==> src/rtl/irqx_pkg.sv <==
package irqx_pkg;

    localparam int unsigned OFF_STATUS   = 'h16;
    localparam int unsigned OFF_LIVE     = 'h18;
    localparam int unsigned OFF_MASK_SET = 'h1A;
    localparam int unsigned OFF_MASK_CLR = 'h1C;

    typedef enum logic {
        LINE_IDLE   = 1'b0,
        LINE_ACTIVE = 1'b1
    } line_state_e;

endpackage

==> src/rtl/irqx_sync.sv <==
module irqx_sync #(
    parameter int unsigned WIDTH  = 16,
    parameter int unsigned STAGES = 2
) (
    input  logic             clk,
    input  logic             rst_n,
    input  logic [WIDTH-1:0] din,
    output logic [WIDTH-1:0] dout
);

    logic [WIDTH-1:0] stage_q [STAGES];

    always_ff @(posedge clk or negedge rst_n) begin
        if (!rst_n) begin
            stage_q[0] <= '0;
        end else begin
            stage_q[0] <= din;
        end
    end

    for (genvar s = 1; s < STAGES; s++) begin : g_stage
        always_ff @(posedge clk or negedge rst_n) begin
            if (!rst_n) begin
                stage_q[s] <= '0;
            end else begin
                stage_q[s] <= stage_q[s-1];
            end
        end
    end

    assign dout = stage_q[STAGES-1];

    logic seen_edge_q;
    always_ff @(posedge clk or negedge rst_n) begin
        if (!rst_n) seen_edge_q <= 1'b0;
        else        seen_edge_q <= 1'b1;
    end

    AST_SYNC_CAPTURE: assert property (@(posedge clk) disable iff (!rst_n)
        seen_edge_q |-> (stage_q[0] == $past(din)));

endmodule

==> src/rtl/irqx_edge_fsm.sv <==
module irqx_edge_fsm
    import irqx_pkg::*;
(
    input  logic clk,
    input  logic rst_n,
    input  logic level,
    output logic rise
);

    line_state_e state_q;
    line_state_e state_nx;

    always_ff @(posedge clk or negedge rst_n) begin
        if (!rst_n) begin
            state_q <= LINE_IDLE;
        end else begin
            state_q <= state_nx;
        end
    end

    always_comb begin
        state_nx = state_q;
        unique case (state_q)
            LINE_IDLE:   if (level)  state_nx = LINE_ACTIVE;
            LINE_ACTIVE: if (!level) state_nx = LINE_IDLE;
        endcase
    end

    always_comb begin
        rise = 1'b0;
        unique case (state_q)
            LINE_IDLE:   rise = level;
            LINE_ACTIVE: rise = 1'b0;
        endcase
    end

    AST_NO_DOUBLE_RISE: assert property (@(posedge clk) disable iff (!rst_n)
        rise |=> !rise);

endmodule

==> src/rtl/irqx_regs.sv <==
module irqx_regs
    import irqx_pkg::*;
#(
    parameter int unsigned NUM_LINES = 16,
    parameter int unsigned DATA_W    = 16,
    parameter int unsigned ADDR_W    = 8
) (
    input  logic                 clk,
    input  logic                 rst_n,
    input  logic [NUM_LINES-1:0] rise,
    input  logic [NUM_LINES-1:0] live,
    input  logic [ADDR_W-1:0]    bus_addr,
    input  logic                 bus_wr,
    input  logic [DATA_W-1:0]    bus_wdata,
    output logic [DATA_W-1:0]    bus_rdata,
    output logic [NUM_LINES-1:0] status_q,
    output logic [NUM_LINES-1:0] mask_q
);

    localparam logic [ADDR_W-1:0] A_STATUS = ADDR_W'(OFF_STATUS);
    localparam logic [ADDR_W-1:0] A_LIVE   = ADDR_W'(OFF_LIVE);
    localparam logic [ADDR_W-1:0] A_MSET   = ADDR_W'(OFF_MASK_SET);
    localparam logic [ADDR_W-1:0] A_MCLR   = ADDR_W'(OFF_MASK_CLR);

    logic                 clr_hit;
    logic                 set_hit;
    logic                 dis_hit;
    logic [NUM_LINES-1:0] wbits;
    logic [NUM_LINES-1:0] status_d;
    logic [NUM_LINES-1:0] mask_d;

    assign wbits   = bus_wdata[NUM_LINES-1:0];
    assign clr_hit = bus_wr && (bus_addr == A_STATUS);
    assign set_hit = bus_wr && (bus_addr == A_MSET);
    assign dis_hit = bus_wr && (bus_addr == A_MCLR);

    // A new event is applied after the acknowledge, so it wins on a collision.
    always_comb begin
        status_d = status_q;
        if (clr_hit) status_d = status_d & ~wbits;
        status_d = status_d | rise;
    end

    always_comb begin
        mask_d = mask_q;
        if (set_hit) mask_d = mask_d | wbits;
        if (dis_hit) mask_d = mask_d & ~wbits;
    end

    always_ff @(posedge clk or negedge rst_n) begin
        if (!rst_n) begin
            status_q <= '0;
            mask_q   <= '0;
        end else begin
            status_q <= status_d;
            mask_q   <= mask_d;
        end
    end

    always_comb begin
        bus_rdata = '0;
        if (bus_addr == A_STATUS) begin
            bus_rdata[NUM_LINES-1:0] = status_q;
        end else if (bus_addr == A_LIVE) begin
            bus_rdata[NUM_LINES-1:0] = live;
        end else if (bus_addr == A_MSET || bus_addr == A_MCLR) begin
            bus_rdata[NUM_LINES-1:0] = mask_q;
        end
    end

    AST_CLEAR_NEEDS_WRITE: assert property (@(posedge clk) disable iff (!rst_n)
        (|($past(status_q) & ~status_q)) |-> $past(clr_hit));

    AST_MASK_SET_TAKES: assert property (@(posedge clk) disable iff (!rst_n)
        set_hit |=> ((mask_q & $past(wbits)) == $past(wbits)));

    AST_MASK_CLR_TAKES: assert property (@(posedge clk) disable iff (!rst_n)
        dis_hit |=> ((mask_q & $past(wbits)) == '0));

    AST_EVENT_WINS: assert property (@(posedge clk) disable iff (!rst_n)
        (|rise) |=> ((status_q & $past(rise)) == $past(rise)));

endmodule

==> src/rtl/irq_expander.sv <==
module irq_expander #(
    parameter int unsigned NUM_LINES   = 16,
    parameter int unsigned DATA_W      = 16,
    parameter int unsigned ADDR_W      = 8,
    parameter int unsigned SYNC_STAGES = 2
) (
    input  logic                 clk,
    input  logic                 rst_n,
    input  logic [NUM_LINES-1:0] line_in,
    input  logic [ADDR_W-1:0]    bus_addr,
    input  logic                 bus_wr,
    input  logic [DATA_W-1:0]    bus_wdata,
    output logic [DATA_W-1:0]    bus_rdata,
    output logic                 irq_out
);

    logic [NUM_LINES-1:0] live;
    logic [NUM_LINES-1:0] rise;
    logic [NUM_LINES-1:0] status_q;
    logic [NUM_LINES-1:0] mask_q;

    irqx_sync #(
        .WIDTH  (NUM_LINES),
        .STAGES (SYNC_STAGES)
    ) u_sync (
        .clk   (clk),
        .rst_n (rst_n),
        .din   (line_in),
        .dout  (live)
    );

    for (genvar i = 0; i < NUM_LINES; i++) begin : g_line
        irqx_edge_fsm u_edge (
            .clk   (clk),
            .rst_n (rst_n),
            .level (live[i]),
            .rise  (rise[i])
        );
    end

    irqx_regs #(
        .NUM_LINES (NUM_LINES),
        .DATA_W    (DATA_W),
        .ADDR_W    (ADDR_W)
    ) u_regs (
        .clk       (clk),
        .rst_n     (rst_n),
        .rise      (rise),
        .live      (live),
        .bus_addr  (bus_addr),
        .bus_wr    (bus_wr),
        .bus_wdata (bus_wdata),
        .bus_rdata (bus_rdata),
        .status_q  (status_q),
        .mask_q    (mask_q)
    );

    assign irq_out = |(status_q & mask_q);

    AST_IRQ_NEEDS_EVENT: assert property (@(posedge clk) disable iff (!rst_n)
        irq_out |-> ((status_q != '0) && (mask_q != '0)));

    AST_RESET_QUIET: assert property (@(posedge clk)
        !rst_n |-> !irq_out);

endmodule

==> config.mk <==
export PLATFORM = sky130hd
export DESIGN_NAME = irq_expander
export DESIGN_NICKNAME = d
export VERILOG_FILES = /design/src/rtl/irqx_pkg.sv /design/src/rtl/irqx_sync.sv /design/src/rtl/irqx_edge_fsm.sv /design/src/rtl/irqx_regs.sv /design/src/rtl/irq_expander.sv
export SDC_FILE = /design/constraint.sdc
export NUM_CORES = 1
export LEC_CHECK = 0
export BUFFER_PORTS_ARGS = -buffer_cell sky130_fd_sc_hd__buf_2
export CAP_MARGIN = 10
export CORE_MARGIN = 2
export CORE_UTILIZATION = 59
export CTS_CLUSTER_DIAMETER = 60
export DETAILED_ROUTE_END_ITERATION = 10
export PLACE_DENSITY = 0.89
export REMOVE_ABC_BUFFERS = 1
export SYNTH_ARGS = -nofsm -noshare
export SYNTH_HDL_FRONTEND = slang
export SYNTH_SLANG_ARGS = --single-unit
==> constraint.sdc <==
create_clock -name clk -period 2.68 [get_ports clk]
set_clock_uncertainty 0.05 [all_clocks]
set_input_delay 0.134 -clock clk [delete_from_list [all_inputs] [get_ports clk]]
set_output_delay 0.134 -clock clk [all_outputs]
set_load 0.01 [all_outputs]
* Yosys cells after proc, flatten, opt, wreduce, memory -nomap -nowiden
Index checks and enable logic that the tools add are counted.
** Word-level totals
- Register bits after elaboration :: 80
- Input bits :: 43
- Output and inout bits :: 17
- Logic and storage cells :: 89
** Operators by class
- Equality and inequality tests :: 4
- Multiplexer cells :: 38
- Bitwise gates (word level) :: 22
- Reductions and logical operators :: 5
** Operators with widths (count)
- two-way mux 16 bit :: 6
- bitwise AND 16 bit :: 3
- == test 8 x 5 -> 1 bit (second input constant) :: 4
- OR 16 bit :: 2
- case mux 1 bit (2 select lines) :: 16
- two-way mux 1 bit :: 16
- NOT 1 bit :: 16
- NOT 16 bit :: 1
- OR reduction 16 bit :: 1
- logical AND 1 bit :: 3
- logical OR 1 bit :: 1

* Depth between registers and ports, before layout
Gate-level depths: netlist of run 1.
- Depth after elaboration :: 5
- Gate-level depth with buffers :: 5
- Depth with buffers taken out :: 3

* Modules after synthesis
From an unflattened synthesis of run 1, not the netlist that was laid out.
** Second synthesis, totals
- Cell total of the unflattened synthesis :: 304
- Area, all modules :: 3848.7 um2
** By module, submodules not included
- irqx_regs :: times used 1, cells each 215, area each 2205.9 um2, seq. area each 800.8 um2
- irqx_sync :: times used 1, cells each 48, area each 920.9 um2, seq. area each 800.8 um2
- irqx_edge_fsm :: times used 16, cells each 2, area each 38.8 um2, seq. area each 25.0 um2
- irq_expander :: times used 1, cells each 9, area each 101.3 um2, seq. area each 0.0 um2

* Least setup slack after synthesis of run 1
Ideal clock, no wire load.
- Path type :: in2out
- From :: input port bus_addr[0]
- To :: output port bus_rdata[10]
- Arrival time :: 1261 ps
- Data required time :: 2496 ps
- Path slack :: 1235 ps
- Stages on the path :: 5
- Buffers on the path :: 2
- Cells stage by stage :: or4b_1 buf_6 buf_6 nor3_1 a221o_1
** Between the ends
- Longest elaborated chain between the ends :: 5
- Elaborated cells between the ends (all ways) :: 8
- Classes of those cells :: eq/ne (4); mux (3); reduce/logical (1)
** Ends and longest elaborated chain
- start: declaration :: RTL line irq_expander.sv:10 : input logic [ADDR_W-1:0] bus_addr,
- == test 8 x 5 -> 1 bit :: RTL line irqx_regs.sv:66 : end else if (bus_addr == A_MSET || bus_addr == A_MCLR) begin
- logical OR 1 bit :: RTL line irqx_regs.sv:66
- two-way mux 16 bit :: RTL line irqx_regs.sv:66
- two-way mux 16 bit :: RTL line irqx_regs.sv:64 : end else if (bus_addr == A_LIVE) begin
- two-way mux 16 bit (*) :: RTL line irqx_regs.sv:62 : if (bus_addr == A_STATUS) begin
- end: declaration :: RTL line irq_expander.sv:13 : output logic [DATA_W-1:0] bus_rdata,
Every way passes the cells marked *; elsewhere a longest branch is shown, timed or not.

* Worst setup path after layout of run 1
- From :: input port bus_addr[0]
- To :: output port bus_rdata[9]
Same word-level chain as after synthesis.

==> impl_metrics.env, run 1 <==
export IMPL_diodes=0
export IMPL_yosysTopAreaCell="dfrtp_1"
export IMPL_drtIter0Drc=394
export IMPL_coreArea_um2=5440
export IMPL_worst_skew_pair_late_latency_ns=0.35
export IMPL_cp_arrival_ns=1.97
export IMPL_synthTopCellsByArea="dfrtp_1 (61%), a221o_1 (4.9%), and4b_1 (4.0%), o31ai_1 (3.7%), a31oi_1 (2.5%)"
export IMPL_die_h_um=78.6
export IMPL_synthToLayoutAreaGrowth_pct=26.2
export IMPL_fill_cells=352
export IMPL_hold_violations=0
export IMPL_critPathLaunchType="primary input"
export IMPL_clk_path_buf_depth=2
export IMPL_avgSynthCellArea_um2=12.1
export IMPL_seq_power_share=0.519
export IMPL_internal_power_mw=1.90
export IMPL_finalCriticalPeriod_ns=2.15
export IMPL_drc=0
export IMPL_post_cts_resized=0
export IMPL_dpl_cell_area_um2=3590
export IMPL_critPathKind="in -> out"
export IMPL_ys_flop_type="dfrtp_1"
export IMPL_hp_class="in -> reg"
export IMPL_grt_antenna_before_repair=0
export IMPL_dr_pass1_iters=5
export IMPL_setup_tns_ns=0
export IMPL_async_flop_share=1.00
export IMPL_yosysUniqueCellTypes=34
export IMPL_fmax_mhz=465
export IMPL_synth_edf_count=0
export IMPL_critPathRequiredTime_ns=2.50
export IMPL_vias_per_cell=6.32
export IMPL_grt_pass1_wl_mm=13.1
export IMPL_die_w_um=78.6
export IMPL_die_area_um2=6170
export IMPL_finalSetupViolCount=0
export IMPL_fin_area_um2=4140
export IMPL_io_buffer_count=59
export IMPL_place_gp_congestion=0.832
export IMPL_rows=27
export IMPL_comb_power_share=0.089
export IMPL_slew_viol_final=0
export IMPL_hold_buffers=33
export IMPL_vias=2756
export IMPL_nets=402
export IMPL_dpl_hpwl_mm=4.77
export IMPL_power_density_nw_per_um2=596
export IMPL_synth_seq_cells=80
export IMPL_grt_start_max_net_pins=81
export IMPL_crit_fanout=14
export IMPL_htreeDepth=3
export IMPL_clk_transition_reported_paths_ns=0.07
export IMPL_hp_start="bus_addr[1]"
export IMPL_path_common_cell="buf_2"
export IMPL_ios=60
export IMPL_drv_cap=0
export IMPL_yosysMostFrequentCell="dfrtp_1"
export IMPL_track_usage=0.283
export IMPL_crit_chain="buf_2, or2_1, nor3_2, a221o_1, buf_2"
export IMPL_grt_pass1_vias=2730
export IMPL_vdd_drop_max_v=0.000502
export IMPL_whs_ns=0.162
export IMPL_cp_end_kind="output port"
export IMPL_drive_gt1_frac=0.234
export IMPL_crit_slowest_cell="nor3_2"
export IMPL_clkSinkCount=80
export IMPL_ctsRootBufferMaster="clkbuf_8"
export IMPL_crit_family="simple AND/OR/NAND/NOR gates"
export IMPL_postRouteAntennaNets=0
export IMPL_power_leakage_nw=1.84
export IMPL_rsz0062_at_grt="false"
export IMPL_switching_share=0.230
export IMPL_cpPeakStageDelay_ns=0.93
export IMPL_slew_headroom=0.264
export IMPL_synth_common_cells="dfrtp_1 (80), a221o_1 (16), inv_1 (16), nor3_1 (16), o31ai_1 (16)"
export IMPL_crit_buf_inv=2
export IMPL_yosysSeqAreaShare=0.610
export IMPL_p_clk_frac=0.391
export IMPL_grt_overflow_total=0
export IMPL_power_switching_mw=0.568
export IMPL_period_share=0.803
export IMPL_yosysTopAreaCellShare=0.610
export IMPL_synth_area_um2=3280
export IMPL_status="completed"
export IMPL_wl_mm=8.00
export IMPL_worst_pin_slew_ns=1.10
export IMPL_cts_tree="yes"
export IMPL_synth_cells=272
export IMPL_yosys_warnings=0
export IMPL_post_cts_buffers=0
export IMPL_cp_startpoint="bus_addr[0]"
export IMPL_avgRoutedWirePerCell_um=18.4
export IMPL_cts_made_buffers=9
export IMPL_start_util=0.603
==> path summary, 6_finish.rpt <==
| check | end | slack, ns | depth (start not counted) |
|---|---|---|---|
| max | bus_rdata[9] | 0.53 | 5 |
| min | u_regs.status_q[9] | 0.16 | 4 |
| max reg2reg | flop | 1.84 | 2 |
| min reg2reg | u_sync.dout[3] | 0.30 | 0 |
| max in group asynchronous | u_sync.dout[8] | 1.55 | 2 |
| min in group asynchronous | u_sync.stage_q[30] | 0.40 | 2 |
==> per-layer routing <==
metal / vias up / part of all wire / wire length (µm) / global-route usage
li1: 1216 / - / - / -
met1: 1355 / 0.40 / 3220 / 0.365
met2: 145 / 0.48 / 3820 / 0.426
met3: 40 / 0.073 / 583 / 0.0839
met4: 0 / 0.047 / 374 / 0.167
met5: - / 0 / 0 / 0
==> cell type report <==
type	count	area, µm²	area share
tap	72	90.1	0.0218
clock inverter	6	82.6	0.0200
clock buffer	10	138	0.0333
inverter	16	60.1	0.0145
timing repair buffer	98	673	0.163
sequential	80	2000	0.484
multi-input combinational	154	1090	0.264
==> worst register-to-register path, delay by kind of cell (launching register included) <==
| kind | cells | cell delay [ns] |
|---|---|---|
| flip-flops | 1 | 0.41 |
| AO/OA/AOI/OAI | 2 | 0.27 |
==> through the flow <==
stage           util  cells  worst slack (ns)  total power, mW
3_3_place_gp   0.660    387             0.635             1.47
6_report       0.761    436             0.529             2.47
5_1_grt        0.761    436             0.421             2.57
4_1_cts        0.761    436             0.575             2.48
3_5_place_dp   0.660    387             0.581             1.48
2_1_floorplan      -    250              1.10             1.37
==> power groups by stage <==
stage | combinational [mW] | clock (mW) | sequential (mW)
detailed placement | 0.179 | 0 | 1.30
CTS | 0.217 | 0.982 | 1.28
floorplan | 0.0708 | 0 | 1.30
global placement | 0.174 | 0 | 1.30
finish | 0.220 | 0.965 | 1.28
global route | 0.241 | 1.04 | 1.29
==> layout by cell type (no fill, tap or decap), drive strengths merged, types with 2 or more instances in the layout <==
cell	count
a21oi	13
a221o	16
a221oi	4
a22o	4
a2bb2oi	3
a31oi	13
and4b	13
buf	65
bufinv	2
clkbuf	10
clkinv	3
dfrtp	80
dlygate4sd3	33
inv	16
nand2	4
nand3	12
nand4b	3
nand4bb	2
nor2	3
nor3	18
nor4b	3
o21ai	16
o31ai	16
or4b	2
==> kinds of logic after synthesis <==
family	Yosys count	synth area share
XOR/XNOR	1	0.00267
flip-flops	80	0.610
buffers and inverters	38	0.0565
AND/OR/NAND/NOR	68	0.147
AO/OA/AOI/OAI	85	0.184
No activity file was read; power rests on OpenSTA's default activity.
==> inputs of run 2 (changes only) <==
Settings changed: ABC_AREA set to 1, CORE_UTILIZATION 59 to 54, PLACE_DENSITY 0.89 to 0.83.
Clock period 2.68 ns to 2.1 ns, I/O delays scaled along.
==> impl_metrics.env, run 2 <==
export IMPL_status="completed"
export IMPL_drv_cap=0
export IMPL_clk_path_buf_depth=2
export IMPL_crit_buf_inv=4
export IMPL_grt_start_max_net_pins=47
export IMPL_postRouteAntennaNets=0
export IMPL_synthToLayoutAreaGrowth_pct=28.5
export IMPL_avgRoutedWirePerCell_um=13.8
export IMPL_cp_arrival_ns=1.43
export IMPL_vias=2663
export IMPL_htreeDepth=3
export IMPL_drc=0
export IMPL_cts_tree="yes"
export IMPL_cts_made_buffers=9
export IMPL_coreArea_um2=5820
export IMPL_rsz0062_at_grt="false"
export IMPL_hp_class="in -> reg"
export IMPL_ctsRootBufferMaster="clkbuf_8"
export IMPL_async_flop_share=1.00
export IMPL_grt_overflow_total=0
export IMPL_start_util=0.550
export IMPL_crit_fanout=20
export IMPL_hold_violations=0
export IMPL_drive_gt1_frac=0.196
export IMPL_clk_transition_reported_paths_ns=0.08
export IMPL_diodes=0
export IMPL_wl_mm=7.20
export IMPL_die_area_um2=6550
export IMPL_die_h_um=81.0
export IMPL_final_cell_mix="nand2_1 (87), dfrtp_1 (80), buf_2 (58)"
export IMPL_ys_flop_type="dfrtp_1"
export IMPL_post_cts_buffers=0
export IMPL_yosysTopAreaCell="dfrtp_1"
export IMPL_yosysMostFrequentCell="nand2_1"
export IMPL_rows=28
export IMPL_path_common_cell="nand2_1"
export IMPL_synthTopCellsByArea="dfrtp_1 (63%), nand2_1 (10%), inv_1 (6.3%), nand3_1 (5.2%), nand4_1 (3.7%)"
export IMPL_grt_pass1_wl_mm=11.7
export IMPL_dpl_hpwl_mm=4.60
export IMPL_synth_area_um2=3200
export IMPL_finalSetupViolCount=0
export IMPL_yosys_warnings=0
export IMPL_fmax_mhz=632
export IMPL_synth_cells=347
export IMPL_cpPeakStageDelay_ns=0.30
export IMPL_crit_slowest_cell="nand2_2"
export IMPL_place_gp_congestion=0.780
export IMPL_crit_family="simple AND/OR/NAND/NOR gates"
export IMPL_period_share=0.754
export IMPL_grt_antenna_before_repair=0
export IMPL_worst_skew_pair_late_latency_ns=0.34
export IMPL_die_w_um=81.0
export IMPL_io_buffer_count=59
export IMPL_critPathRequiredTime_ns=1.95
export IMPL_whs_ns=0.0139
export IMPL_slew_headroom=0.699
export IMPL_dr_pass1_iters=4
export IMPL_cp_end_kind="output port"
export IMPL_nets=486
export IMPL_ios=60
export IMPL_worst_pin_slew_ns=0.452
export IMPL_vdd_drop_max_v=0.000531
export IMPL_finalCriticalPeriod_ns=1.58
export IMPL_grt_pass1_vias=2567
export IMPL_yosysUniqueCellTypes=19
export IMPL_yosysSeqAreaShare=0.626
export IMPL_avgSynthCellArea_um2=9.22
export IMPL_vias_per_cell=5.09
export IMPL_yosysTopAreaCellShare=0.626
export IMPL_critPathKind="in -> out"
export IMPL_drtIter0Drc=231
export IMPL_critPathLaunchType="primary input"
export IMPL_slew_viol_final=0
export IMPL_crit_chain="buf_2, inv_1, nand2_1, nor2_4, buf_4, nand2_1, nand2_2, nand2_1, nand3_1, buf_2"
export IMPL_synth_edf_count=0
export IMPL_track_usage=0.240
export IMPL_clkSinkCount=80
export IMPL_power_density_nw_per_um2=742
export IMPL_final_common_cell="nand2_1"
export IMPL_synth_seq_cells=80
export IMPL_setup_tns_ns=0
export IMPL_synth_common_cells="nand2_1 (87), dfrtp_1 (80), inv_1 (54)"
export IMPL_power_leakage_nw=2.13
-- run 2: cell count changes after synthesis, moves of 11 or more --
| cell | previous run | this run |
|---|---|---|
| nand4_1 | 1 | 19 |
| a31oi_1 | 13 | 0 |
| nor3_1 | 16 | 0 |
| and4b_1 | 13 | 0 |
| o21ai_0 | 4 | 15 |
| o31ai_1 | 16 | 0 |
| inv_1 | 16 | 54 |
| nor2_1 | 2 | 19 |
| nand2_1 | 4 | 87 |
| nand3_1 | 12 | 33 |
| o21ai_1 | 12 | 1 |
| a221o_1 | 16 | 0 |
-- run 2: worst paths after layout --
| kind | depth (start not counted) | endpoint | startpoint | slack (ns) |
|---|---|---|---|---|
| worst max register to register | 2 | u_regs.status_q[14] | u_regs.status_q[14] | 1.36 |
| max in group asynchronous | 3 | u_sync.stage_q[30] | rst_n | 1.21 |
| worst min-delay path | 3 | flop | bus_wdata[12] | 0.01 |
| worst min register to register | 0 | u_sync.dout[14] | u_sync.stage_q[30] | 0.30 |
| min in group asynchronous | 2 | g_line[5].u_edge.state_q | rst_n | 0.20 |
| worst max-delay path | 10 | bus_rdata[9] | bus_addr[6] | 0.52 |
-- run 2: logic make-up (layout without fill, tap and decap cells) --
family | after synthesis | count (layout) | share of synthesized area
buffers and inverters | 67 | 168 | 0.0865
and+or+nand+nor | 166 | 166 | 0.234
AOI/OAI and AO/OA | 34 | 34 | 0.0532
DFF | 80 | 80 | 0.626
-- run 2: tightest hold or removal path: stages --
cell and delay (ns):
buf_2 0.11, nand4_1 0.09, a21oi_1 0.07
-- run 2: final cells by class --
| cell class | instances | area, µm² |
|---|---|---|
| Clock buffer | 10 | 128 |
| Clock inverter | 6 | 83.8 |
| Fill cell | 468 | 1710 |
| Timing Repair Buffer | 97 | 676 |
| Multi-Input combinational cell | 200 | 920 |
| Tap cell | 75 | 93.8 |
| Sequential cell | 80 | 2000 |
| Inverter | 55 | 206 |
-- run 2: stage by stage --
stage	power (mW)	instances	util	setup WS, ns	instance area, µm²
floorplan	1.72	335	-	0.632	3130
global placement	1.82	475	0.615	0.581	3580
detailed placement	1.83	475	0.615	0.507	3580
CTS	3.07	523	0.707	0.504	4110
global route	3.17	523	0.707	0.376	4110
finish	3.05	523	0.707	0.516	4110
-- run 2: power by group --
group / internal [mW] / switching (mW) / leakage [nW]
Clock: 0.666 / 0.533 / 0.110
Combinational: 0.0999 / 0.117 / 1.18
Sequential: 1.60 / 0.0324 / 0.844
Total: 2.37 / 0.683 / 2.13
-- run 2: timing repair --
| action | CTS | global route |
|---|---|---|
| hold buffers | 32 | 0 |
| gates resized for setup | 0 | 0 |
| endpoints found under the hold margin | 65 | 0 |
-- run 2: metal layers --
| layer | vias to the layer above | GRT usage | wire [µm] | part of all wire |
|---|---|---|---|---|
| met1 | 1269 | 0.317 | 3070 | 0.43 |
| met3 | 15 | 0.0544 | 468 | 0.065 |
| li1 | 1283 | - | - | - |
| met5 | - | 0 | 0 | 0 |
| met4 | 0 | 0.110 | 155 | 0.022 |
| met2 | 96 | 0.382 | 3510 | 0.49 |
